### src/rtl/pcl_pkg.sv
package pcl_pkg;
  typedef enum logic [1:0] {
    SRC_HOLD = 2'd0,
    SRC_ADV  = 2'd1,
    SRC_LOAD = 2'd2,
    SRC_SW   = 2'd3
  } pc_src_e;

  // software commit > target load > advance > hold
  function automatic pc_src_e pick_src(input logic sw, input logic ld, input logic adv);
    if (sw)       return SRC_SW;
    else if (ld)  return SRC_LOAD;
    else if (adv) return SRC_ADV;
    else          return SRC_HOLD;
  endfunction
endpackage

### src/rtl/pcl_hi_latch.sv
module pcl_hi_latch #(
  parameter int HI_W = 6
) (
  input  logic            clk_i,
  input  logic            rst_ni,
  input  logic            snap_i,
  input  logic [HI_W-1:0] snap_val_i,
  input  logic            wr_i,
  input  logic [HI_W-1:0] wr_val_i,
  output logic [HI_W-1:0] hi_o
);
  logic [HI_W-1:0] hi_q;

  always_ff @(posedge clk_i or negedge rst_ni) begin
    if (!rst_ni)     hi_q <= '0;
    else if (wr_i)   hi_q <= wr_val_i;   // write beats snapshot
    else if (snap_i) hi_q <= snap_val_i;
  end

  assign hi_o = hi_q;

  AST_HI_WRITE: assert property (@(posedge clk_i) disable iff (!rst_ni)
    wr_i |=> hi_o == $past(wr_val_i));
  AST_HI_SNAP: assert property (@(posedge clk_i) disable iff (!rst_ni)
    (snap_i && !wr_i) |=> hi_o == $past(snap_val_i));
  AST_HI_HOLD: assert property (@(posedge clk_i) disable iff (!rst_ni)
    (!snap_i && !wr_i) |=> $stable(hi_o));
endmodule

### src/rtl/pcl_counter.sv
module pcl_counter
  import pcl_pkg::*;
#(
  parameter int PC_W = 14
) (
  input  logic            clk_i,
  input  logic            rst_ni,
  input  logic            adv_i,
  input  logic            load_i,
  input  logic [PC_W-1:0] load_addr_i,
  input  logic            commit_i,
  input  logic [PC_W-1:0] commit_val_i,
  output logic [PC_W-1:0] pc_o
);
  logic [PC_W-1:0] pc_q, pc_d;
  pc_src_e         src;

  assign src = pick_src(commit_i, load_i, adv_i);

  always_comb begin
    unique case (src)
      SRC_SW:   pc_d = commit_val_i;
      SRC_LOAD: pc_d = load_addr_i;
      SRC_ADV:  pc_d = pc_q + PC_W'(1);
      default:  pc_d = pc_q;
    endcase
  end

  always_ff @(posedge clk_i or negedge rst_ni) begin
    if (!rst_ni) pc_q <= '0;
    else         pc_q <= pc_d;
  end

  assign pc_o = pc_q;

  AST_PC_STEP: assert property (@(posedge clk_i) disable iff (!rst_ni)
    (adv_i && !load_i && !commit_i && pc_o != '1) |=> pc_o == $past(pc_o) + PC_W'(1));
  AST_PC_WRAP: assert property (@(posedge clk_i) disable iff (!rst_ni)
    (adv_i && !load_i && !commit_i && pc_o == '1) |=> pc_o == '0);
  AST_PC_LOAD: assert property (@(posedge clk_i) disable iff (!rst_ni)
    (load_i && !commit_i) |=> pc_o == $past(load_addr_i));
  AST_PC_COMMIT: assert property (@(posedge clk_i) disable iff (!rst_ni)
    commit_i |=> pc_o == $past(commit_val_i));
  AST_PC_HOLD: assert property (@(posedge clk_i) disable iff (!rst_ni)
    (!adv_i && !load_i && !commit_i) |=> $stable(pc_o));
endmodule

### src/rtl/pc_byte_latch.sv
module pc_byte_latch #(
  parameter int PC_W  = 14,
  parameter int BUS_W = 8
) (
  input  logic                   clk_i,
  input  logic                   rst_ni,
  input  logic                   adv_i,
  input  logic                   load_i,
  input  logic [PC_W-1:0]        load_addr_i,
  input  logic                   rd_lo_i,
  input  logic                   wr_hi_i,
  input  logic                   wr_lo_i,
  input  logic [BUS_W-1:0]       wdata_i,
  output logic [PC_W-1:0]        pc_o,
  output logic [BUS_W-1:0]       lo_rdata_o,
  output logic [PC_W-BUS_W-1:0]  hi_rdata_o
);
  localparam int HI_W = PC_W - BUS_W;

  logic [PC_W-1:0] pc;
  logic [HI_W-1:0] hi_buf;

  pcl_hi_latch #(.HI_W(HI_W)) u_hi (
    .clk_i      (clk_i),
    .rst_ni     (rst_ni),
    .snap_i     (rd_lo_i),
    .snap_val_i (pc[PC_W-1:BUS_W]),
    .wr_i       (wr_hi_i),
    .wr_val_i   (wdata_i[HI_W-1:0]),
    .hi_o       (hi_buf)
  );

  pcl_counter #(.PC_W(PC_W)) u_cnt (
    .clk_i        (clk_i),
    .rst_ni       (rst_ni),
    .adv_i        (adv_i),
    .load_i       (load_i),
    .load_addr_i  (load_addr_i),
    .commit_i     (wr_lo_i),
    .commit_val_i ({hi_buf, wdata_i}),
    .pc_o         (pc)
  );

  assign pc_o       = pc;
  assign lo_rdata_o = pc[BUS_W-1:0];
  assign hi_rdata_o = hi_buf;

  AST_SNAP_KEEP: assert property (@(posedge clk_i) disable iff (!rst_ni)
    (!rd_lo_i && !wr_hi_i && adv_i) |=> $stable(hi_rdata_o));
endmodule

### config.mk
export PLATFORM = sky130hd
export DESIGN_NAME = pc_byte_latch
export DESIGN_NICKNAME = d
export VERILOG_FILES = /design/src/rtl/pcl_pkg.sv /design/src/rtl/pcl_hi_latch.sv /design/src/rtl/pcl_counter.sv /design/src/rtl/pc_byte_latch.sv
export SDC_FILE = /design/constraint.sdc
export NUM_CORES = 1
export LEC_CHECK = 0
export BUFFER_PORTS_ARGS = -buffer_cell sky130_fd_sc_hd__buf_2
export CAP_MARGIN = 20
export CORE_MARGIN = 3
export CORE_UTILIZATION = 45
export DETAILED_ROUTE_END_ITERATION = 6
export PLACE_DENSITY = 0.75
export RECOVER_POWER = 50
export SYNTH_ARGS = -nofsm -noshare
export SYNTH_HDL_FRONTEND = slang
export SYNTH_SLANG_ARGS = --single-unit
### constraint.sdc
create_clock -name clk_i -period 3.1 [get_ports clk_i]
set_input_delay 0.62 -clock clk_i [delete_from_list [all_inputs] [get_ports clk_i]]
set_output_delay 0.62 -clock clk_i [all_outputs]
set_load 0.01 [all_outputs]
==> metrics.txt <==
final WL roughly 4200 um; CP bufs+invs 3; final core utilization 0.5605; CP max FO 18; Critical Path, Cell by Cell buf_2 > inv_1 > a21oi_1 > ha_1 > buf_4 > o21ai_0 > nor3_1 > nand4_1 > or3b_1; cts hold-fix bufs 0; global router's overall resource usage 0.2188; setup tns final 0 ns; largest net degree at the start of global routing 21; final std cells w/o fill 262; Detail Placement HPWL 3058 um; Max Buffers Root-to-Sink 2; ratio of total power to cell area 462.9 nW/um^2; Crit-path slowest cell or3b_1; CTS Buf Count 3; Clk Latency, worst-skew pair 0.31 ns; Net Count, Synth 208; synthesized cell area 1478 um^2; die footprint between 4000 and 5000 um^2; post-synthesis sequential area ratio 0.3387; Placed Cells incl. Taps 258; LEAKAGE 0.7842 nW; DRT iter0 DRCs 155; PnR worst setup slack 0.9998 ns; Starting Density 0.4762; Worst Tran Pin Value roughly 1.1 ns; Routed Antenna Nets 0; core area 3103 um^2; crit-path leading delay family simple AND/OR/NAND/NOR gates; vias per cell 5.664; max cap viols 0; Crit path depth 9; Worst Hold Class input port to asynchronous set/reset pin; final hold vios 0; post_cts resized 0; slew margin rel. 0.2396; CP Launch Type input port; pre-CTS setup slack 0.7211 ns; post-route minimum period 2.100 ns; clk root buf clkbuf_4; Syn Area/Cell 8.444 um^2; CTS H-tree depth 1; # IOs 57; number of setup buffers added after CTS 0; wire per inst 15.87 um; initial antenna violation count 0; Syn Inst Count roughly 180; gr ovfl total 0; die width 63.31 um; final setup fails 0; Fmax approximately 480 MHz; die height 63.31 um; drt first pass iters 4; Synth warnings 0; most frequent cells in the layout buf_2, nand2_1, o21ai_0, dfrtp_1; unrepaired setup endpoints after global routing false; Reg clk slew, reported paths 0.13 ns; nets 252; area delta synth->final 17.70%; Clock Sinks 20; clock skew 0.007546 ns; max-slew violations 0; Netlist cell types 45; arrival time worst endpoint 2.30 ns; TritonCTS clock tree built; peak supply drop 0.2434 mV; vias 1484; GP Congestion between 0.8 and 0.9; most common cell after layout, fill and taps aside buf_2; Worst Setup End Kind flop; biggest cell delay along the critical path 0.34 ns; # diodes 0; Tcrit/Tclk final 0.6775; status finished clean; Setup Crit Path Kind input port to flop; vias in the first global route roughly 1400; Worst EP required 3.30 ns; register bit total from synthesis 20; first-pass GRT wire length 7017 um; DR DRC count 0; cells on worst reg2reg path 4; port bufs 56; share of layout cells above drive strength 1 0.2661; row count 20
Yosys cell counts, drive strengths merged:
master   number  share of area
a41oi         1         0.0059
xnor2         3          0.018
xor2          1         0.0059
clkbuf        8          0.020
nand3         5          0.020
inv          10          0.025
nand4         4          0.027
o221ai        1         0.0059
o41ai         2          0.012
and3          3          0.013
buf          11          0.056
ha            4          0.034
dfrtp        20           0.34
mux2i         8          0.054
or3b          1         0.0059
a31o          1         0.0059
nor2          7          0.018
o31ai         5          0.025
o2bb2ai       1         0.0059
a21oi         4          0.014
a211oi        1         0.0051
nor4          3          0.023
nand2        23          0.058
or3           2         0.0093
o211ai        1         0.0051
nor3b         1         0.0051
o311a         1         0.0068
nor2b         1         0.0042
o21a          1         0.0051
nor3          7          0.024
a31oi         3          0.013
nand3b        1         0.0051
a221oi        4          0.024
a21boi        1         0.0051
and4          1         0.0059
a311oi        1         0.0059
o21ai        21          0.071
o221a         1         0.0076
a221o         1         0.0068
power by group:
| part | total (mW) | internal (mW) | switching, mW |
|---|---|---|---|
| Sequential | 0.374 | 0.302 | 0.0723 |
| Clock | 0.161 | 0.0718 | 0.0888 |
| Combinational | 0.271 | 0.116 | 0.154 |
flip-flops by register name, summed over array words and instances (netlist names):
signal      count
u_hi.hi_o       6
u_cnt.pc_o     14
area by class of cell:
type                    instances  area [um^2]
well taps                      44        55.05
inverters                      10        37.54
repair buffers                 58        282.8
fillers                       324         1364
multi-input cells             126        827.0
clock buffers                   4        36.28
flip-flops and latches         20        500.5
metrics by stage:
stage | instance area, um^2 | hold slack, ns | power, mW
CTS | 1752 | 0.2549 | 0.8117
global placement | 1715 | 0.5732 | 0.6488
detailed placement | 1715 | 0.5768 | 0.6531
finish | 1739 | 0.4915 | 0.8051
floorplan | 1478 | 0.3244 | 0.5543
global route | 1739 | 0.5512 | 0.8661
routing by layer:
metal  GRT usage  share of wire  vias up  wire (um)
met1      0.3177           0.45      689       1873
li1            -              -      723          -
met3     0.02852          0.069        4        288
met2      0.3426           0.47       68       1958
met4     0.05660         0.0089        0         37
met5           0              0        -          0
worst paths after layout:
path | start | endpoint | slack (ns)
max | load_i | u_cnt.pc_o[13]$_DFFE_PN0P_ | 1.0
min | rst_ni | u_cnt.pc_o[4]$_DFFE_PN0P_ | 0.49
max reg2reg | u_cnt.pc_o[2]$_DFFE_PN0P_ | u_cnt.pc_o[13]$_DFFE_PN0P_ | 1.32
min reg2reg | u_cnt.pc_o[10]$_DFFE_PN0P_ | u_cnt.pc_o[10]$_DFFE_PN0P_ | 0.60
max in group asynchronous | rst_ni | u_hi.hi_o[4]$_DFFE_PN0P_ | 1.93
min in group clk_i | wdata_i[0] | u_hi.hi_o[0]$_DFFE_PN0P_ | 0.53
kinds of logic (layout without fill, tap and decap cells):
group,after synthesis,in the layout,synth area share
buffers and inverters,29,72,0.1016
xor gates and xnor gates,4,4,0.02371
DFF,20,20,0.3387
and+or+nand+nor,59,59,0.2185
muxes,8,8,0.05419
adders and majority gates,4,4,0.03387
AOI/OAI and AO/OA,51,51,0.2295
Note: power is estimated with default switching activity, not from simulation.
